## src/rtl/rst_seq_pkg.sv

```systemverilog
package rst_seq_pkg;

    localparam int DOM_SYS = 0;
    localparam int DOM_PER = 1;
    localparam int DOM_BAK = 2;

    localparam int CS_POR = 0;
    localparam int CS_EXT = 1;
    localparam int CS_WDT = 2;
    localparam int CS_SW  = 3;

    // Encoding order is the step order; restart compares against it.
    typedef enum logic [2:0] {
        PH_IDLE    = 3'd0,
        PH_SYS_ON  = 3'd1,
        PH_PER_ON  = 3'd2,
        PH_SYS_OFF = 3'd3,
        PH_PER_OFF = 3'd4,
        PH_BAK_ON  = 3'd5
    } phase_e;

    typedef struct packed {
        logic [2:0] mask;      // [2] software, [1] watchdog, [0] pin
        logic [1:0] sw_mode;
        logic [1:0] wdt_mode;
        logic [1:0] ext_mode;
    } ctrl_t;

    localparam int CTRL_W = $bits(ctrl_t);

    function automatic phase_e first_phase(input logic [2:0] t);
        if (t[DOM_SYS])      return PH_SYS_ON;
        else if (t[DOM_PER]) return PH_PER_ON;
        else if (t[DOM_BAK]) return PH_BAK_ON;
        else                 return PH_IDLE;
    endfunction

    function automatic phase_e next_phase(input phase_e cur, input logic [2:0] t);
        case (cur)
            PH_SYS_ON:  return t[DOM_PER] ? PH_PER_ON : PH_SYS_OFF;
            PH_PER_ON:  return t[DOM_SYS] ? PH_SYS_OFF : PH_PER_OFF;
            PH_SYS_OFF: return t[DOM_PER] ? PH_PER_OFF : (t[DOM_BAK] ? PH_BAK_ON : PH_IDLE);
            PH_PER_OFF: return t[DOM_BAK] ? PH_BAK_ON : PH_IDLE;
            default:    return PH_IDLE;
        endcase
    endfunction

    function automatic logic is_hold_phase(input phase_e p);
        return (p == PH_SYS_ON) || (p == PH_PER_ON) || (p == PH_BAK_ON);
    endfunction

endpackage

```

## src/rtl/rst_seq_sync.sv

```systemverilog
module rst_seq_sync #(
    parameter int STAGES = 2
) (
    input  logic clk,
    input  logic rst_n,
    input  logic pin_i,
    output logic rise_o
);

    typedef struct packed {
        logic [STAGES-1:0] sh;
        logic              last;
    } sync_t;

    sync_t q, d;

    always_comb begin
        d      = q;
        d.sh   = {q.sh[STAGES-2:0], pin_i};
        d.last = q.sh[STAGES-1];
    end

    always_ff @(posedge clk or negedge rst_n) begin
        if (!rst_n) q <= '0;
        else        q <= d;
    end

    assign rise_o = q.sh[STAGES-1] & ~q.last;

endmodule

```

## src/rtl/rst_seq_cfg.sv

```systemverilog
module rst_seq_cfg
    import rst_seq_pkg::*;
#(
    parameter int CNT_W      = 8,
    parameter int DATA_W     = 9,
    parameter int ADDR_W     = 3,
    parameter int DEF_HOLD   = 4,
    parameter int DEF_SETTLE = 2,
    parameter int DEF_MINPW  = 0
) (
    input  logic              clk,
    input  logic              rst_n,
    input  logic              we_i,
    input  logic [ADDR_W-1:0] addr_i,
    input  logic [DATA_W-1:0] wdata_i,
    input  logic [3:0]        cause_set_i,
    output ctrl_t             ctrl_o,
    output logic [CNT_W-1:0]  hold_o,
    output logic [CNT_W-1:0]  settle_o,
    output logic [CNT_W-1:0]  minpw_o,
    output logic [3:0]        cause_o
);

    localparam logic [ADDR_W-1:0] A_CTRL   = ADDR_W'(0);
    localparam logic [ADDR_W-1:0] A_HOLD   = ADDR_W'(1);
    localparam logic [ADDR_W-1:0] A_SETTLE = ADDR_W'(2);
    localparam logic [ADDR_W-1:0] A_MINPW  = ADDR_W'(3);
    localparam logic [ADDR_W-1:0] A_CLEAR  = ADDR_W'(4);

    typedef struct packed {
        ctrl_t            ctrl;
        logic [CNT_W-1:0] hold;
        logic [CNT_W-1:0] settle;
        logic [CNT_W-1:0] minpw;
        logic [3:0]       cause;
    } cfg_t;

    cfg_t       q, d;
    logic [3:0] clr;

    always_comb begin
        d   = q;
        clr = '0;
        if (we_i) begin
            case (addr_i)
                A_CTRL:   d.ctrl   = ctrl_t'(wdata_i[CTRL_W-1:0]);
                A_HOLD:   d.hold   = wdata_i[CNT_W-1:0];
                A_SETTLE: d.settle = wdata_i[CNT_W-1:0];
                A_MINPW:  d.minpw  = wdata_i[CNT_W-1:0];
                A_CLEAR:  clr      = wdata_i[3:0];
                default:  ;
            endcase
        end
        // a new cause wins over a clear in the same cycle
        d.cause = (q.cause & ~clr) | cause_set_i;
    end

    always_ff @(posedge clk or negedge rst_n) begin
        if (!rst_n) begin
            q.ctrl   <= '0;
            q.hold   <= CNT_W'(DEF_HOLD);
            q.settle <= CNT_W'(DEF_SETTLE);
            q.minpw  <= CNT_W'(DEF_MINPW);
            q.cause  <= 4'b0001;
        end else begin
            q <= d;
        end
    end

    assign ctrl_o   = q.ctrl;
    assign hold_o   = q.hold;
    assign settle_o = q.settle;
    assign minpw_o  = q.minpw;
    assign cause_o  = q.cause;

endmodule

```

## src/rtl/rst_seq_route.sv

```systemverilog
module rst_seq_route
    import rst_seq_pkg::*;
(
    input  ctrl_t      ctrl_i,
    input  logic       ext_rise_i,
    input  logic       wdt_rise_i,
    input  logic       sw_req_i,
    output logic [3:0] accept_o,
    output logic [2:0] req_tgt_o
);

    logic       ext_ok, wdt_ok, sw_ok;
    logic [2:0] ext_t, wdt_t, sw_t;

    always_comb begin
        ext_ok = ext_rise_i & ~ctrl_i.mask[0];
        wdt_ok = wdt_rise_i & ~ctrl_i.mask[1];
        sw_ok  = sw_req_i   & ~ctrl_i.mask[2];

        ext_t = (ctrl_i.ext_mode == 2'd1) ? 3'b001 : 3'b111;

        case (ctrl_i.wdt_mode)
            2'd1:    wdt_t = 3'b001;
            2'd2:    wdt_t = 3'b010;
            default: wdt_t = 3'b111;
        endcase

        case (ctrl_i.sw_mode)
            2'd1:    sw_t = 3'b001;
            2'd2:    sw_t = 3'b010;
            2'd3:    sw_t = 3'b011;
            default: sw_t = 3'b111;
        endcase

        req_tgt_o = ({3{ext_ok}} & ext_t) | ({3{wdt_ok}} & wdt_t) | ({3{sw_ok}} & sw_t);

        accept_o         = '0;
        accept_o[CS_EXT] = ext_ok;
        accept_o[CS_WDT] = wdt_ok;
        accept_o[CS_SW]  = sw_ok;
    end

endmodule

```

## src/rtl/rst_seq_fsm.sv

```systemverilog
module rst_seq_fsm
    import rst_seq_pkg::*;
#(
    parameter int CNT_W     = 8,
    parameter int DEF_HOLD  = 4,
    parameter int DEF_MINPW = 0
) (
    input  logic             clk,
    input  logic             rst_n,
    input  logic [2:0]       req_tgt_i,
    input  logic [CNT_W-1:0] hold_i,
    input  logic [CNT_W-1:0] settle_i,
    input  logic [CNT_W-1:0] minpw_i,
    output logic [2:0]       rst_o,
    output phase_e           phase_o
);

    localparam int POR_HOLD_RAW = (DEF_HOLD > DEF_MINPW) ? DEF_HOLD : DEF_MINPW;
    localparam int POR_HOLD     = (POR_HOLD_RAW < 1) ? 1 : POR_HOLD_RAW;

    typedef struct packed {
        phase_e           phase;
        logic [CNT_W-1:0] cnt;
        logic [2:0]       tgt;
        logic [2:0]       rst;
    } seq_t;

    seq_t             q, d;
    logic [CNT_W-1:0] hold_raw, hold_len, settle_len;
    logic [2:0]       tgt_m;
    phase_e           fp, nxt;
    logic             restart, step;

    always_comb begin
        hold_raw   = (hold_i > minpw_i) ? hold_i : minpw_i;
        hold_len   = (hold_raw == '0) ? CNT_W'(1) : hold_raw;
        settle_len = (settle_i == '0) ? CNT_W'(1) : settle_i;

        tgt_m   = q.tgt | req_tgt_i;
        fp      = first_phase(req_tgt_i);
        restart = (req_tgt_i != '0) && ((q.phase == PH_IDLE) || (fp <= q.phase));
        step    = restart || ((q.phase != PH_IDLE) && (q.cnt == '0));
        nxt     = restart ? fp : next_phase(q.phase, tgt_m);

        d     = q;
        d.tgt = tgt_m;
        if (step) begin
            d.phase = nxt;
            if (nxt == PH_IDLE)        d.cnt = '0;
            else if (is_hold_phase(nxt)) d.cnt = hold_len - CNT_W'(1);
            else                       d.cnt = settle_len - CNT_W'(1);
            case (nxt)
                PH_SYS_ON:  d.rst[DOM_SYS] = 1'b1;
                PH_PER_ON:  d.rst[DOM_PER] = 1'b1;
                PH_SYS_OFF: d.rst[DOM_SYS] = 1'b0;
                PH_PER_OFF: d.rst[DOM_PER] = 1'b0;
                PH_BAK_ON:  d.rst[DOM_BAK] = 1'b1;
                default: begin
                    d.rst[DOM_BAK] = 1'b0;
                    d.tgt          = '0;
                end
            endcase
        end else if (q.phase != PH_IDLE) begin
            d.cnt = q.cnt - CNT_W'(1);
        end
    end

    always_ff @(posedge clk or negedge rst_n) begin
        if (!rst_n) begin
            q.phase <= PH_SYS_ON;
            q.cnt   <= CNT_W'(POR_HOLD - 1);
            q.tgt   <= 3'b111;
            q.rst   <= 3'b111;
        end else begin
            q <= d;
        end
    end

    assign rst_o   = q.rst;
    assign phase_o = q.phase;

endmodule

```

## src/rtl/rst_seq_top.sv

```systemverilog
module rst_seq_top
    import rst_seq_pkg::*;
#(
    parameter  int CNT_W       = 8,
    parameter  int DEF_HOLD    = 4,
    parameter  int DEF_SETTLE  = 2,
    parameter  int DEF_MINPW   = 0,
    parameter  int SYNC_STAGES = 2,
    parameter  int ADDR_W      = 3,
    localparam int DATA_W      = (CNT_W > CTRL_W) ? CNT_W : CTRL_W
) (
    input  logic              clk,
    input  logic              por_n,
    input  logic              ext_rst_i,
    input  logic              wdt_rst_i,
    input  logic              sw_rst_i,
    input  logic              cfg_we,
    input  logic [ADDR_W-1:0] cfg_addr,
    input  logic [DATA_W-1:0] cfg_wdata,
    output logic              rst_sys_o,
    output logic              rst_per_o,
    output logic              rst_bak_o,
    output logic [3:0]        cause_o
);

    localparam int N_PINS = 2;

    logic [N_PINS-1:0] pin_raw, pin_rise;
    ctrl_t             ctrl;
    logic [CNT_W-1:0]  hold, settle, minpw;
    logic [3:0]        accept;
    logic [2:0]        req_tgt, rst_vec;
    phase_e            phase;

    assign pin_raw = {wdt_rst_i, ext_rst_i};

    for (genvar g = 0; g < N_PINS; g++) begin : g_pin
        rst_seq_sync #(.STAGES(SYNC_STAGES)) u_sync (
            .clk    (clk),
            .rst_n  (por_n),
            .pin_i  (pin_raw[g]),
            .rise_o (pin_rise[g])
        );
    end

    rst_seq_cfg #(
        .CNT_W(CNT_W), .DATA_W(DATA_W), .ADDR_W(ADDR_W),
        .DEF_HOLD(DEF_HOLD), .DEF_SETTLE(DEF_SETTLE), .DEF_MINPW(DEF_MINPW)
    ) u_cfg (
        .clk         (clk),
        .rst_n       (por_n),
        .we_i        (cfg_we),
        .addr_i      (cfg_addr),
        .wdata_i     (cfg_wdata),
        .cause_set_i (accept),
        .ctrl_o      (ctrl),
        .hold_o      (hold),
        .settle_o    (settle),
        .minpw_o     (minpw),
        .cause_o     (cause_o)
    );

    rst_seq_route u_route (
        .ctrl_i     (ctrl),
        .ext_rise_i (pin_rise[0]),
        .wdt_rise_i (pin_rise[1]),
        .sw_req_i   (sw_rst_i),
        .accept_o   (accept),
        .req_tgt_o  (req_tgt)
    );

    rst_seq_fsm #(
        .CNT_W(CNT_W), .DEF_HOLD(DEF_HOLD), .DEF_MINPW(DEF_MINPW)
    ) u_fsm (
        .clk       (clk),
        .rst_n     (por_n),
        .req_tgt_i (req_tgt),
        .hold_i    (hold),
        .settle_i  (settle),
        .minpw_i   (minpw),
        .rst_o     (rst_vec),
        .phase_o   (phase)
    );

    assign rst_sys_o = rst_vec[DOM_SYS];
    assign rst_per_o = rst_vec[DOM_PER];
    assign rst_bak_o = rst_vec[DOM_BAK];

endmodule

```

## config.mk

```make
export PLATFORM = sky130hd
export DESIGN_NAME = rst_seq_top
export DESIGN_NICKNAME = d
export VERILOG_FILES = /design/src/rtl/rst_seq_pkg.sv /design/src/rtl/rst_seq_sync.sv /design/src/rtl/rst_seq_cfg.sv /design/src/rtl/rst_seq_route.sv /design/src/rtl/rst_seq_fsm.sv /design/src/rtl/rst_seq_top.sv
export SDC_FILE = /design/constraint.sdc
export NUM_CORES = 1
export LEC_CHECK = 0
export BUFFER_PORTS_ARGS = -buffer_cell sky130_fd_sc_hd__buf_2
export CAP_MARGIN = 20
export CORE_AREA = 2 2 94 96
export DETAILED_ROUTE_END_ITERATION = 8
export DIE_AREA = 0 0 96 98
export PLACE_DENSITY = 0.67
export SLEW_MARGIN = 15
export SYNTH_ARGS = -nofsm -noshare
export SYNTH_HDL_FRONTEND = slang
export SYNTH_HIERARCHICAL = 1
export SYNTH_SLANG_ARGS = --single-unit
```

## constraint.sdc

```tcl
create_clock -name clk -period 5.5 [get_ports clk]
set_input_delay 1.375 -clock clk [delete_from_list [all_inputs] [get_ports clk]]
set_output_delay 1.375 -clock clk [all_outputs]
set_load 0.02 [all_outputs]
```

==> Word-level counts from Yosys, hierarchy flattened <==
Cells that the tools add are included.
{ "totals": {"word_cells": 114, "register_bits": 60, "inputBits": 18} }
{ "classes": {"n_reduce_logical": 26, "magnitude_cmp": 2, "n_bitwise": 20, "addsub": 3, "eq_ne": 19, "n_mux": 26} }
{ "ops": {"columns": ["cell", "count"], "rows": [
  ["$mux W8", 7],
  ["$mux W3", 9],
  ["$logic_not A8 Y1", 3],
  ["$sub A8 B1 Y8 const B", 3],
  ["$eq A3 B2 Y1 const B", 6],
  ["$reduce_and A2 Y1", 7],
  ["$eq A3 B3 Y1 const B", 4],
  ["$pmux W3 S4", 1],
  ["$and A3 B3 Y3", 3],
  ["$eq A3 B1 Y1 const B", 3],
  ["$logic_not A3 Y1", 3],
  ["$or A3 B3 Y3", 3],
  ["$pmux W3 S3", 1],
  ["$gt A8 B8 Y1", 1],
  ["$mux W4", 2],
  ["$eq A2 B1 Y1 const B", 3],
  ["$eq A2 B2 Y1 const B", 3],
  ["$mux W6", 1],
  ["$not A1 Y1", 6],
  ["$pmux W1 S2", 3],
  ["$pmux W3 S2", 1],
  ["$reduce_bool A2 Y1", 3],
  ["$reduce_bool A3 Y1", 2],
  ["$and A1 B1 Y1", 5],
  ["9 further kinds", 13]
]} }

==> Depth between registers and ports, before layout <==
Gate-level depths: netlist of run 1.
{ "logic_depth": {"depth_word": 19, "mapped_depth": 22} }

==> By module <==
The synthesis of run 1 kept the hierarchy.
{ "modules_own_cells": {"columns": ["mod", "cells_each", "area_each_um2", "instances"], "rows": [
  ["rst_seq_fsm", 242, 1883.1, 1],
  ["rst_seq_cfg", 89, 1428.9, 1],
  ["rst_seq_sync", 4, 88.8, 2],
  ["rst_seq_route", 24, 161.4, 1]
]} }

==> Worst setup path before layout of run 1 <==
OpenSTA, ideal clock, no wires.
{ "synth_path": {"path_type": "input -> register", "start": "in sw_rst_i", "end": "reg u_fsm/q[10] (netlist bit)", "arrival_ps": 4777, "setup_time_ps": 65, "required_time_ps": 5435, "setup_slack_ps": 658, "n_path_buf": 1, "cell_stages": 21, "path_cell_list": "nor2b_2 a21oi_1 o31ai_1 nor2_1 and2_1 ha_1 nand2_1 o21ai_1 a21oi_2 buf_2 nor3_1 a21oi_1 a21oi_1 ha_1 inv_1 or3_1 xor2_1 o21ai_0 a21oi_1 o32ai_1 o21a_1"} }
{ "synth_via": {"elab_cells_between_ends": 28} }
{ "synth_rtl": {"columns": ["item", "line", "rtl"], "rows": [
  ["start: declaration", "rst_seq_top.sv:16", "input logic sw_rst_i,"],
  ["$and A1 B1 Y1 *", "rst_seq_route.sv:18", "sw_ok = sw_req_i & ~ctrl_i.mask[2];"],
  ["$and A3 B3 Y3 *", "rst_seq_route.sv:35", "req_tgt_o = ({3{ext_ok}} & ext_t) | ({3{wdt_ok}} & wdt_t) | ({3{sw_ok}} & sw_t);"],
  ["$or A3 B3 Y3 *", "rst_seq_route.sv:35", null],
  ["via req_tgt[0]", "rst_seq_top.sv:32", "logic [2:0] req_tgt, rst_vec;"],
  ["$mux W3", "rst_seq_pkg.sv:32", "if (t[DOM_SYS]) return PH_SYS_ON;"],
  ["$le A3 B3 Y1", "rst_seq_fsm.sv:41", "restart = (req_tgt_i != '0) && ((q.phase == PH_IDLE) || (fp <= q.phase));"],
  ["$logic_or A1 B1 Y1", "rst_seq_fsm.sv:41", null],
  ["$logic_and A1 B1 Y1", "rst_seq_fsm.sv:41", null],
  ["$mux W3", "rst_seq_fsm.sv:43", "nxt = restart ? fp : next_phase(q.phase, tgt_m);"],
  ["$eq A3 B1 Y1 or $eq A3 B2 Y1 (tied branches)", "rst_seq_pkg.sv:49", "return (p == PH_SYS_ON) || (p == PH_PER_ON) || (p == PH_BAK_ON);"],
  ["$logic_or A1 B1 Y1 (2 in a row)", "rst_seq_pkg.sv:49", null],
  ["$mux W8", "rst_seq_fsm.sv:50", "else if (is_hold_phase(nxt)) d.cnt = hold_len - CNT_W'(1);"],
  ["$mux W8", "rst_seq_fsm.sv:49", "if (nxt == PH_IDLE) d.cnt = '0;"],
  ["$mux W8", "rst_seq_fsm.sv:47", "if (step) begin"],
  ["end: declaration", "rst_seq_fsm.sv:28", "seq_t q, d;"]
]} }
Mark *: on every way through the listed nets, which the timed path passes. The rest lies on a longest branch.
A chain may end at the register's enable or synchronous reset.

==> Worst setup path in the final report of run 1 <==
{ "layout_path": {"start": "in sw_rst_i", "end": "reg u_fsm/q[10] (netlist bit)"} }
{ "layout_via": {"elab_cells_between_ends": 28} }
{ "layout_rtl": {"columns": ["item", "line", "rtl"], "rows": [
  ["$and A1 B1 Y1 *", "rst_seq_route.sv:18", null],
  ["via accept[3]", "rst_seq_top.sv:31", "logic [3:0] accept;"],
  ["$and A3 B3 Y3 *", "rst_seq_route.sv:35", null],
  ["$or A3 B3 Y3 *", "rst_seq_route.sv:35", null],
  ["via req_tgt[0]", "rst_seq_top.sv:32", null],
  ["$mux W3", "rst_seq_pkg.sv:32", null],
  ["$le A3 B3 Y1", "rst_seq_fsm.sv:41", null],
  ["$logic_or A1 B1 Y1", "rst_seq_fsm.sv:41", null],
  ["$logic_and A1 B1 Y1", "rst_seq_fsm.sv:41", null],
  ["$mux W3", "rst_seq_fsm.sv:43", null],
  ["$eq A3 B1 Y1 or $eq A3 B2 Y1 (tied branches)", "rst_seq_pkg.sv:49", null],
  ["$logic_or A1 B1 Y1 (2 in a row)", "rst_seq_pkg.sv:49", null],
  ["$mux W8", "rst_seq_fsm.sv:50", null],
  ["$mux W8", "rst_seq_fsm.sv:49", null],
  ["$mux W8", "rst_seq_fsm.sv:47", null]
]} }
Marked as above.

==> results.md, run 1 <==
Run status:
- The run finished with clean final reports.

Logic synthesis:
- The post-synth net total is about 390.
- The Yosys step of the flow raised 6 warnings.
- The gate count of the mapped netlist is 360.
- Each instance of the synthesized netlist takes up on average 10.08 µm².
- Summing every instance area after synthesis gives between 0.003 and 0.004 mm².

Clock tree:
- The TritonCTS clock tree is done.
- Clock tree synthesis selected as its root buffer the cell sky130_fd_sc_hd__clkbuf_8.
- For this design, the sink count on the clock tree is 60.
- At the later pin of the worst-skew pair, clock insertion delay measures 0.34 ns.
- The maximum clock path buffer count is 2.
- In this run, CTS created clock tree buffers numbering 9.
- After clock tree synthesis, the setup repair step added 0 buffers.
- The number of gates resized after CTS is 0.
- The quantity of hold-fixing buffers added after cts is 0.
- After clock tree synthesis, the clock-pin slew on the worst setup and hold paths is approximately 0.070 ns.
- In this run the number of H-tree levels came out at 3.

Global routing:
- The number of antenna violations at the first check in global routing is 0.
- The first global-routing pass estimated around 14 mm of wire.
- The combined global-route utilization of all metal layers is approximately a fifth.
- The number of global-route vias before repair is about 2.8k.
- The largest net degree at the start of global routing is 61.
- Global routing finished with a remaining overflow of 0.

Critical path:
- By instance count, the cell type seen most on the critical path is sky130_fd_sc_hd__a21oi_1.
- The cell family contributing the most delay on the critical path is simple AND/OR/NAND/NOR gates.
- The worst setup path is launched from a primary input.
- The critical path's slowest cell is sky130_fd_sc_hd__nor3_1.
- The highest fanout seen on the critical path is 7.
- The kind of end point of the critical path is a flip-flop.
- Walking the worst path, the cells encountered are buf_2 -> nor2b_2 -> a21oi_1 -> o31ai_1 -> nor2_1 -> and2_1 -> ha_1 -> nand2_1 -> o21ai_1 -> a21oi_2 -> nor3_1 -> a21oi_1 -> a21oi_1 -> ha_1 -> inv_1 -> or3_1 -> xor2_1 -> o21ai_0 -> a21oi_1 -> o32ai_1 -> o21a_1.
- By startpoint and endpoint, the worst setup path is classified as primary input to flip-flop.
- For this run, the slowest stage of the critical path takes 0.54 ns.
- At the worst endpoint, the required time is between 5 and 6 ns.
- Together, buffers and inverters on the worst path number 2.
- The register-to-register setup slack is slightly above 0.9 ns.
- For the worst setup path, the data arrival time is between 5 and 6 ns.

Routing:
- For this run, design rule violations remaining after detail routing come to 0.
- Dividing the detail-routed wire length by the instance count gives roughly 17 µm.
- Using the TritonRoute via totals, the vias-per-cell ratio works out to 5.974.
- The number of detailed-route iterations in the first pass is 5.
- The iteration-0 DRC count of the detailed router is roughly 300.
- The residual antenna-violating net count after detailed routing is 0.
- The detailed router placed between 2k and 3k vias in this run.
- The final wirelength is 8.400 mm.

Pwr:
- The cell leakage power is about 1.7 nW.
- Power comes to about 2.4 mW.
- The worst-case IR drop observed on VDD is between 0.0002 and 0.0003 V.
- The power per cell area is approximately 600 mW/mm².

Final layout:
- The area added between synthesis and finish is 9.896%.
- The number of nets in the final layout is about 420.
- Of the cells placed in the final design, the portion with a size suffix greater than 1 is a little over a quarter.
- 0 antenna diodes ended up in the layout.
- The finished cells cover 0.003988 mm².

Timing:
- The final worst slack is roughly 0.53 ns.
- The share of the cycle needed by the critical path after routing is roughly 90%.
- Setup repair after global routing left no endpoint under its margin.
- The worst hold-check slack is about 0.35 ns.
- The setup violation total in the final timing report is 0.
- The achievable frequency is 201.4 MHz.
- The count of final max-slew check failures is 0.
- The worst clock skew is 0.01386 ns.
- The total negative setup slack is 0 ns.
- The slew at the pin with the worst max-slew slack is 0.9206 ns.
- The remaining max-slew budget at the tightest pin is roughly two fifths.
- The final count of hold timing violations is 0.
- The clock period could shrink to 4.965 ns.

Floorplan:
- The die outline area is 0.009408 mm².
- Pin placement for this block handled 25 I/O pins.
- The standard-cell row count is 34.
- The die height is approximately 98 µm.
- The initial utilization of the core area, before any placement, comes to between 40% and 50%.
- From left edge to right edge, the die measures 96 µm.
- The core region is roughly 0.0085 mm².

Placement:
- Prior to clock tree synthesis, the placed netlist has a worst setup slack of 0.2418 ns.
- The number of buffer cells added on primary ports is 24.
- The HPWL reported at the end of detailed placement is slightly above 6 mm.
- The total cell area at the placement stage is 0.003810 mm².
- Routability-driven placement finished with a final weighted congestion of about 0.94.

Min path:
- The tightest min-delay check is of the flip-flop to flip-flop type.

Job:
- The tool flagged a number of max-cap violations equal to 0.
-- cells in the final DEF, fill, tap and decap left out, types with 3 or more instances in the layout --
master                        n
sky130_fd_sc_hd__dfrtp_1     48
sky130_fd_sc_hd__mux2_2      34
sky130_fd_sc_hd__nor2_1      26
sky130_fd_sc_hd__buf_2       24
sky130_fd_sc_hd__inv_1       22
sky130_fd_sc_hd__a21oi_1     21
sky130_fd_sc_hd__o21ai_0     18
sky130_fd_sc_hd__ha_1        15
sky130_fd_sc_hd__nand2_1     13
sky130_fd_sc_hd__nand3_1     13
sky130_fd_sc_hd__dfstp_2     12
sky130_fd_sc_hd__nor4_1      11
sky130_fd_sc_hd__clkbuf_8    10
sky130_fd_sc_hd__a31oi_1     10
sky130_fd_sc_hd__or3_1        8
sky130_fd_sc_hd__nor3_1       6
sky130_fd_sc_hd__nor2b_1      5
sky130_fd_sc_hd__buf_4        4
sky130_fd_sc_hd__nand4_1      4
sky130_fd_sc_hd__o211ai_1     4
sky130_fd_sc_hd__a21o_1       4
sky130_fd_sc_hd__clkinvlp_4   3
sky130_fd_sc_hd__nor4bb_1     3
sky130_fd_sc_hd__o21ai_1      3
sky130_fd_sc_hd__and2_1       3
sky130_fd_sc_hd__o22a_1       3
sky130_fd_sc_hd__nand2b_1     3
sky130_fd_sc_hd__o21a_1       3
sky130_fd_sc_hd__xnor2_1      3
sky130_fd_sc_hd__nor2b_2      3
-- routing by layer --
metal  track usage (%)  wire (µm)  share of wire [%]
met4             5.824        153                1.8
met2             30.18       4090                 49
met5                 0          0                  0
met1             26.38       3771                 45
met3             3.009        384                4.6
-- flip-flops by register name (all words and copies together), names as in the netlist --
name	flops
g_pin.u_sync/d	4
g_pin.u_sync/q	2
u_cfg/cause_o	4
u_cfg/ctrl_o	9
u_cfg/hold_o	8
u_cfg/minpw_o	8
u_cfg/settle_o	8
u_fsm/phase_o	3
u_fsm/q	11
u_fsm/rst_o	3
-- where the power goes --
| group | leakage [nW] | internal, mW | switching [mW] | total, mW |
|---|---|---|---|---|
| Clock | 0.0820 | 0.176 | 0.180 | 0.356 |
| Combinational | 0.879 | 0.550 | 0.748 | 1.30 |
| Sequential | 0.697 | 0.598 | 0.133 | 0.730 |
| Total | 1.66 | 1.32 | 1.06 | 2.39 |
-- worst paths after layout --
| path | startpoint | end | depth (start not counted) |
|---|---|---|---|
| max | sw_rst_i | u_fsm/q[10]$_DFFE_PN0P_ | 21 |
| min | g_pin[0].u_sync/d[2]$_DFF_PN0_ | g_pin[0].u_sync/d[0]$_DFF_PN0_ | 0 |
| max reg2reg | u_cfg/ctrl_o[2]$_DFFE_PN0P_ | u_fsm/q[10]$_DFFE_PN0P_ | 20 |
| min reg2reg | g_pin[0].u_sync/d[2]$_DFF_PN0_ | g_pin[0].u_sync/d[0]$_DFF_PN0_ | 0 |
| max in group asynchronous | por_n | u_cfg/minpw_o[5]$_DFFE_PN0P_ | 2 |
| min in group asynchronous | por_n | u_cfg/ctrl_o[6]$_DFFE_PN0P_ | 2 |
-- metrics by stage --
stage / util (%) / instances
final: 47.10 / 495
after global routing: 47.10 / 495
after CTS: 47.10 / 495
after detailed placement: 45.00 / 479
after global placement: 45.00 / 479
after floorplan: - / 360
-- area by class of cell --
class,instances,area [µm²]
clock buffers,11,141.4
clock inverters,5,36.28
fillers,769,4478
inverters,23,86.33
multi-input cells,260,1922
flip-flops and latches,60,1516
well taps,108,135.1
repair buffers,28,150.1
(Power assumes the default switching activity.)
==> run 2: changes to the inputs <==
--- a/config.mk
+++ b/config.mk
@@ -8,8 +8,10 @@
 export BUFFER_PORTS_ARGS = -buffer_cell sky130_fd_sc_hd__buf_2
 export CAP_MARGIN = 20
+export CELL_PAD_IN_SITES_DETAIL_PLACEMENT = 1
+export CELL_PAD_IN_SITES_GLOBAL_PLACEMENT = 1
 export CORE_AREA = 2 2 94 96
 export DETAILED_ROUTE_END_ITERATION = 8
 export DIE_AREA = 0 0 96 98
-export PLACE_DENSITY = 0.67
+export PLACE_DENSITY = 0.8
 export SLEW_MARGIN = 15
 export SYNTH_ARGS = -nofsm -noshare
==> constraint.sdc (replaced) <==
create_clock -name clk -period 5.5 [get_ports clk]
set_input_delay 1.375 -clock clk [delete_from_list [all_inputs] [get_ports clk]]
set_output_delay 1.375 -clock clk [all_outputs]
set_load 0.005 [all_outputs]
==> run 2 against run 1 <==
Compared with the run above: sequential power is 0.5% higher; sequential share of layout area fell by 0.21 points; worst hold slack improved by 0.014 ns; power increased by 3.0%; critical endpoint unchanged; largest cell class unchanged.
==> results.md, run 2 (synthesis gave the netlist of run 1 again) <==
Run status:
- Result of the run: finished clean (unchanged).

Critical path:
- The kind of end point of the critical path is a flip-flop (unchanged).
- Cell-by-cell listing of the critical path: buf_2 -> nor2b_2 -> o21ai_1 -> o311ai_1 -> inv_1 -> a21oi_1 -> ha_1 -> a31oi_4 -> a21oi_2 -> nor3_1 -> a21oi_1 -> a21oi_1 -> ha_1 -> inv_1 -> or3_1 -> xor2_1 -> o21ai_0 -> a21oi_1 -> o32ai_1 -> o21a_1 (was buf_2 -> nor2b_2 -> a21oi_1 -> o31ai_1 -> nor2_1 -> and2_1 -> ha_1 -> nand2_1 -> o21ai_1 -> a21oi_2 -> nor3_1 -> a21oi_1 -> a21oi_1 -> ha_1 -> inv_1 -> or3_1 -> xor2_1 -> o21ai_0 -> a21oi_1 -> o32ai_1 -> o21a_1).
- The critical path's top delay family was compound AO/OA/AOI/OAI gates (was simple AND/OR/NAND/NOR gates).
- The kind of critical path is primary input to flip-flop (unchanged).
- The data arrival time at the worst-slack endpoint is 5.38 ns (was 5.23 ns).
- The buffers plus inverters on the worst setup path came to 3 (was 2).
- The most used cell along the critical path is sky130_fd_sc_hd__a21oi_1 (unchanged).
- The critical path's slowest cell is sky130_fd_sc_hd__nor3_1 (unchanged).
- The highest cell delay on the worst timing path is 0.50 ns (was 0.54 ns).
- The highest fanout seen on the critical path is 6 (was 7).
- The startpoint type of the worst setup path is a primary input (unchanged).
- The worst endpoint required time is 5.78 ns (was 5.77 ns).

Routing:
- The routed via count divided by cell count is 5.931 (was 5.974).
- The number of design rule violations left after detail routing is 0 (unchanged).
- The iteration-0 DRC count of the detailed router is 183 (was 304).
- The residual antenna-violating net count after detailed routing is 0 (unchanged).
- The number of detailed-route iterations in the first pass is 4 (was 5).
- The mean routed wirelength per cell is 18.79 µm (was 16.97 µm).
- The via total after detailed routing is 2936 (was 2957).
- The final wirelength came to 9.302 mm (was 8.400 mm).

Clock tree:
- The count of buffers added by post-CTS timing repair for setup came to 0 (unchanged).
- The H-tree depth is 3 (unchanged).
- The CTS root buffer is sky130_fd_sc_hd__clkbuf_8 (unchanged).
- The clock transition time at the flip-flop clock pins of the worst setup and hold paths is 0.08 ns (was 0.07 ns).
- The clock insertion delay at the later pin of the skew report is 0.34 ns (about the same).
- The number of gates resized after CTS is 0 (unchanged).
- The maximum clock path buffer count came to 2 (unchanged).
- The number of buffers inserted during clock tree synthesis is 9 (unchanged).
- The clock sink count was 60 (unchanged).
- The TritonCTS clock tree is done (unchanged).
- The quantity of hold-fixing buffers added after cts came to 0 (unchanged).

Timing:
- The total negative setup slack is 0 ns (unchanged).
- The remaining max-slew budget at the tightest pin was 39.01% (was 38.26%).
- The count of final max-slew check failures is 0 (unchanged).
- The achievable frequency is 196.0 MHz (was 201.4 MHz).
- The final worst slack was 0.3978 ns (was 0.5348 ns).
- The worst clock skew was 0.01026 ns (was 0.01386 ns).
- The shortest period the worst path allows is 5.102 ns (was 4.965 ns).
- The setup violation total in the final timing report is 0 (unchanged).
- The share of the cycle needed by the critical path after routing was 92.77% (was 90.28%).
- Unrepaired setup endpoints after global routing: no (unchanged).
- The slew at the pin with the worst max-slew slack came to 0.9093 ns (was 0.9206 ns).
- The final count of hold timing violations is 0 (unchanged).
- The worst hold-check slack is 0.3663 ns (was 0.3525 ns).

Floorplan:
- The total I/O pin count is 25 (unchanged).
- The die outline area is 0.009408 mm² (unchanged).
- The horizontal die dimension is 96 µm (unchanged).
- The die height is 98 µm (unchanged).
- The standard-cell row count is 34 (unchanged).
- The floorplan core area is 0.008466 mm² (unchanged).
- The starting density of the core is 42.86% (unchanged).

Pwr:
- The cell leakage power is 1.673 nW (was 1.658 nW).
- The power per cell area is 612.4 mW/mm² (was 598.1 mW/mm²).
- The maximum VDD drop was 0.0002090 V (was 0.0002751 V).

Placement:
- The worst slack after detailed placement is 0.1373 ns (was 0.2418 ns).
- The global placer's final weighted congestion was 0.9066 (was 0.9360).
- The number of buffer cells added on primary ports is 24 (unchanged).
- The HPWL reported at the end of detailed placement came to 6.913 mm (was 6.202 mm).

Final layout:
- The number of flip-flops under the largest register name was 11 (unchanged).
- The fraction of layout cells with a size suffix above 1 was 27.39% (unchanged).
- The antenna diode count is 0 (unchanged).
- The number of nets in the final layout came to 415 (unchanged).
- Most frequent cells in the layout: 48 x sky130_fd_sc_hd__dfrtp_1, 34 x sky130_fd_sc_hd__mux2_2, 26 x sky130_fd_sc_hd__nor2_1, 24 x sky130_fd_sc_hd__buf_2, 22 x sky130_fd_sc_hd__inv_1 (unchanged).
- The most common library cell in the layout ignoring fill and taps is sky130_fd_sc_hd__dfrtp_1 (unchanged).
- The area added between synthesis and finish came to 10.52% (was 9.896%).
- The most flop-heavy register is u_fsm/q (unchanged).

Job:
- The number of max-cap violations was 0 (unchanged).

Min path:
- The class of the worst hold path is flip-flop to flip-flop (unchanged).

Global routing:
- The largest net degree at the start of global routing came to 61 (unchanged).
- The number of global-route vias before repair was 3052 (was 2840).
- The aggregate global routing overflow is 0 (unchanged).
- The combined global-route utilization of all metal layers was 21.38% (was 18.94%).
- The number of antenna violations at the first check in global routing is 0 (unchanged).
- The first-pass GRT wire length is 15.66 mm (was 14.02 mm).
run 2: cell types whose count changed in the layout (fill, tap and decap cells not counted), sizes merged:
cell and change:
bufinv +1, clkbuf -1, clkinvlp -2, clkinv +2
run 2: metal layers:
metal	up-vias	track usage (%)	wire, µm
met2	58	34.03	4672
met4	0	5.495	90
li1	1379	-	-
met5	-	0	0
met1	1488	29.48	4222
met3	11	4.707	316
run 2: final timing paths:
kind | start | end | slack, ns | cells after the start
setup / recovery | sw_rst_i | u_fsm/q[10]$_DFFE_PN0P_ | 0.40 | 20
hold / removal | g_pin[0].u_sync/d[2]$_DFF_PN0_ | g_pin[0].u_sync/d[0]$_DFF_PN0_ | 0.37 | 0
setup reg to reg | u_cfg/ctrl_o[2]$_DFFE_PN0P_ | u_fsm/q[10]$_DFFE_PN0P_ | 0.85 | 20
hold reg to reg | g_pin[0].u_sync/d[2]$_DFF_PN0_ | g_pin[0].u_sync/d[0]$_DFF_PN0_ | 0.37 | 0
max in group asynchronous | por_n | u_cfg/hold_o[3]$_DFFE_PN0P_ | 3.79 | 2
min in group asynchronous | por_n | u_fsm/q[9]$_DFFE_PN0P_ | 1.17 | 2
run 2: layout make-up:
| class | count | area [µm²] |
|---|---|---|
| repair buffers | 28 | 150.1 |
| fillers | 960 | 4456 |
| clock inverters | 6 | 72.57 |
| well taps | 108 | 135.1 |
| flip-flops and latches | 60 | 1516 |
| inverters | 23 | 86.33 |
| clock buffers | 10 | 127.6 |
| multi-input cells | 260 | 1922 |
run 2: power by group:
| part | switching (mW) | total [mW] | leakage, nW | internal [mW] |
|---|---|---|---|---|
| logic | 0.766 | 1.32 | 0.879 | 0.551 |
| registers | 0.137 | 0.734 | 0.697 | 0.597 |
| clock network | 0.190 | 0.404 | 0.0971 | 0.213 |
| total | 1.09 | 2.46 | 1.67 | 1.36 |
run 2: metrics by stage:
stage / cell area (µm²) / utilization, % / instances / total power [mW]
2_1_floorplan: 3628 / - / 360 / 1.730
3_3_place_gp: 3810 / 45.00 / 479 / 1.980
3_5_place_dp: 3810 / 45.00 / 479 / 2.041
4_1_cts: 4010 / 47.37 / 495 / 2.461
5_1_grt: 4010 / 47.37 / 495 / 2.647
6_report: 4010 / 47.37 / 495 / 2.456
==> run 3: changes to the inputs <==
CELL_PAD_IN_SITES_DETAIL_PLACEMENT = 0   (was 1)
REMOVE_ABC_BUFFERS = 1   (was not set)
SLEW_MARGIN = not set   (was 15)
==> run 3 against run 2 <==
Compared with the run above: register-to-register slack improved by 0.10 ns; worst hold slack lost 0.014 ns; power grew 0.51%; routed wire length fell by 11%; count of clock-buffer cells in the layout down 1; global-route usage down 2.2 points; critical endpoint unchanged; largest power group unchanged.
==> results.md, run 3 (synthesis gave the netlist of run 1 again) <==
Critical path:
- The worst endpoint required time came to 5.78 ns (about the same).
- The highest cell delay on the worst timing path was 0.53 ns (was 0.50 ns).
- The highest fanout seen on the critical path is 7 (was 6).
- The critical path's top delay family is simple AND/OR/NAND/NOR gates (was compound AO/OA/AOI/OAI gates).
- The startpoint type of the worst setup path is a primary input (unchanged).
- The worst reg-to-reg path cell count came to 20 (unchanged).
- Cell-by-cell listing of the critical path: buf_2 -> nor2b_2 -> a21oi_1 -> o31ai_1 -> nor2_1 -> and2_1 -> ha_1 -> nand2_1 -> o21ai_1 -> a21oi_2 -> nor3_1 -> a21oi_1 -> a21oi_1 -> ha_1 -> inv_1 -> or3_1 -> xor2_1 -> o21ai_0 -> a21oi_1 -> o32ai_1 -> o21a_1 (was buf_2 -> nor2b_2 -> o21ai_1 -> o311ai_1 -> inv_1 -> a21oi_1 -> ha_1 -> a31oi_4 -> a21oi_2 -> nor3_1 -> a21oi_1 -> a21oi_1 -> ha_1 -> inv_1 -> or3_1 -> xor2_1 -> o21ai_0 -> a21oi_1 -> o32ai_1 -> o21a_1).
- The most used cell along the critical path is sky130_fd_sc_hd__a21oi_1 (unchanged).
- The worst flop-to-flop path endpoint is u_fsm/q[10]$_DFFE_PN0P_ (unchanged).
- The launching point of the worst reg2reg path is u_cfg/ctrl_o[2]$_DFFE_PN0P_ (unchanged).
- The critical path's slowest cell was sky130_fd_sc_hd__nor3_1 (unchanged).
- The kind of end point of the critical path was a flip-flop (unchanged).
- The kind of critical path is primary input to flip-flop (unchanged).
- The data arrival time at the worst-slack endpoint is 5.22 ns (was 5.38 ns).
- The buffers plus inverters on the worst setup path is 2 (was 3).
- The register-to-register setup slack is 0.95 ns (was 0.85 ns).

Routing:
- The final wirelength is 8.254 mm (was 9.302 mm).
- The iteration-0 DRC count of the detailed router came to 169 (was 183).
- The residual antenna-violating net count after detailed routing is 0 (unchanged).
- The mean routed wirelength per cell is 16.64 µm (was 18.79 µm).
- The via total after detailed routing is 2850 (was 2936).
- The number of design rule violations left after detail routing was 0 (unchanged).
- The number of detailed-route iterations in the first pass is 4 (unchanged).
- The routed via count divided by cell count is 5.746 (was 5.931).

Floorplan:
- The die outline area is 0.009408 mm² (unchanged).
- The total I/O pin count came to 25 (unchanged).
- The die height is 98 µm (unchanged).
- The starting density of the core is 42.86% (unchanged).
- The horizontal die dimension was 96 µm (unchanged).
- The floorplan core area was 0.008466 mm² (unchanged).
- The standard-cell row count is 34 (unchanged).

Placement:
- The total cell area at the placement stage is 0.003817 mm² (was 0.003810 mm²).
- The global placer's final weighted congestion is 0.8520 (was 0.9066).
- The HPWL reported at the end of detailed placement is 6.209 mm (was 6.913 mm).
- The number of buffer cells added on primary ports came to 24 (unchanged).
- The worst slack after detailed placement is 0.2374 ns (was 0.1373 ns).
- The cell total after placement came to 480 (was 479).

Clock tree:
- The clock transition time at the flip-flop clock pins of the worst setup and hold paths is 0.08 ns (about the same).
- The maximum clock path buffer count is 2 (unchanged).
- The TritonCTS clock tree is done (unchanged).
- The H-tree depth is 3 (unchanged).
- The clock insertion delay at the later pin of the skew report is 0.34 ns (about the same).
- The clock sink count is 60 (unchanged).
- The number of buffers inserted during clock tree synthesis is 9 (unchanged).
- The count of buffers added by post-CTS timing repair for setup is 0 (unchanged).
- The quantity of hold-fixing buffers added after cts is 0 (unchanged).
- The CTS root buffer is sky130_fd_sc_hd__clkbuf_8 (unchanged).
- The number of gates resized after CTS is 0 (unchanged).

Min path:
- The class of the worst hold path was flip-flop to flip-flop (unchanged).
- The launch instance of the worst min-delay path is g_pin[1].u_sync/d[2]$_DFF_PN0_ (was g_pin[0].u_sync/d[2]$_DFF_PN0_).
- The cell depth of the worst min-delay path is 0 (unchanged).
- The worst hold path endpoint is g_pin[1].u_sync/d[0]$_DFF_PN0_ (was g_pin[0].u_sync/d[0]$_DFF_PN0_).

Timing:
- Unrepaired setup endpoints after global routing: no (unchanged).
- The remaining max-slew budget at the tightest pin is 40.74% (was 39.01%).
- The final worst slack is 0.5538 ns (was 0.3978 ns).
- The slew at the pin with the worst max-slew slack came to 0.8835 ns (was 0.9093 ns).
- The final count of hold timing violations is 0 (unchanged).
- The count of final max-slew check failures is 0 (unchanged).
- The achievable frequency is 202.2 MHz (was 196.0 MHz).
- The shortest period the worst path allows is 4.946 ns (was 5.102 ns).
- The total negative setup slack came to 0 ns (unchanged).
- The worst clock skew is 0.008252 ns (was 0.01026 ns).
- The setup violation total in the final timing report was 0 (unchanged).
- The share of the cycle needed by the critical path after routing was 89.93% (was 92.77%).

Pwr:
- The maximum VDD drop was 0.0002905 V (was 0.0002090 V).
- The cell leakage power is 1.690 nW (was 1.673 nW).
- The power per cell area was 610.9 mW/mm² (was 612.4 mW/mm²).

Global routing:
- The largest net degree at the start of global routing came to 38 (was 61).
- The number of global-route vias before repair is 2755 (was 3052).
- The first-pass GRT wire length is 13.91 mm (was 15.66 mm).
- The number of antenna violations at the first check in global routing was 0 (unchanged).
- The aggregate global routing overflow is 0 (unchanged).
- The combined global-route utilization of all metal layers is 19.17% (was 21.38%).

Final layout:
- The antenna diode count is 0 (unchanged).
- The number of nets in the final layout was 416 (was 415).
- The most flop-heavy register is u_fsm/q (unchanged).
- The fraction of layout cells with a size suffix above 1 was 27.84% (was 27.39%).
- The area added between synthesis and finish is 11.34% (was 10.52%).
- The utilization after layout is 47.72% (was 47.37%).
- The most common library cell in the layout ignoring fill and taps is sky130_fd_sc_hd__dfrtp_1 (unchanged).
- The post-route cell area is 0.004040 mm² (was 0.004010 mm²).
- Most frequent cells in the layout: 48 x sky130_fd_sc_hd__dfrtp_1, 34 x sky130_fd_sc_hd__mux2_2, 26 x sky130_fd_sc_hd__nor2_1, 24 x sky130_fd_sc_hd__buf_2, 22 x sky130_fd_sc_hd__inv_1 (unchanged).
- The final instance count without filler cells is 496 (was 495).
- The number of flip-flops under the largest register name is 11 (unchanged).

Run status:
- Result of the run: finished clean (unchanged).

Job:
- The number of max-cap violations was 0 (unchanged).
[run 3: worst max-delay path by stage]
stage | start | to | slack [ns] | cells after the start
detailed placement | sw_rst_i | u_fsm/q[10]$_DFFE_PN0P_ | 0.24 | 21
floorplan | sw_rst_i | u_fsm/q[10]$_DFFE_PN0P_ | 0.69 | 20
CTS | sw_rst_i | u_fsm/q[10]$_DFFE_PN0P_ | 0.59 | 21
global route | sw_rst_i | u_fsm/q[10]$_DFFE_PN0P_ | 0.13 | 21
global placement | sw_rst_i | u_fsm/q[10]$_DFFE_PN0P_ | 0.41 | 21
finish | sw_rst_i | u_fsm/q[10]$_DFFE_PN0P_ | 0.55 | 21
[run 3: where the power goes]
group / internal (mW) / switching, mW / leakage, nW / total [mW]
Combinational: 0.560 / 0.735 / 0.883 / 1.29
Clock: 0.257 / 0.187 / 0.110 / 0.444
Sequential: 0.597 / 0.132 / 0.697 / 0.729
Total: 1.41 / 1.05 / 1.69 / 2.47
[run 3: layer usage]
metal	vias to the layer above	global-route usage, %	wire, µm
li1	1390	-	-
met2	62	28.63	3807
met5	-	0	0
met1	1389	27.25	3968
met3	9	4.475	352
met4	0	6.484	125
[run 3: stage by stage]
| stage | power (mW) | hold slack (ns) |
|---|---|---|
| 5_1_grt | 2.679 | 0.3749 |
| 4_1_cts | 2.476 | 0.3528 |
| 2_1_floorplan | 1.683 | 0.3312 |
| 3_3_place_gp | 2.002 | 0.3338 |
| 6_report | 2.468 | 0.3526 |
| 3_5_place_dp | 2.018 | 0.3347 |
[run 3: layout make-up]
cell class	count	area, µm²
Timing Repair Buffer	29	157.7
Clock buffer	9	123.9
Fill cell	771	4425
Tap cell	108	135.1
Multi-Input combinational cell	260	1922
Inverter	23	86.33
Sequential cell	60	1516
Clock inverter	7	98.84
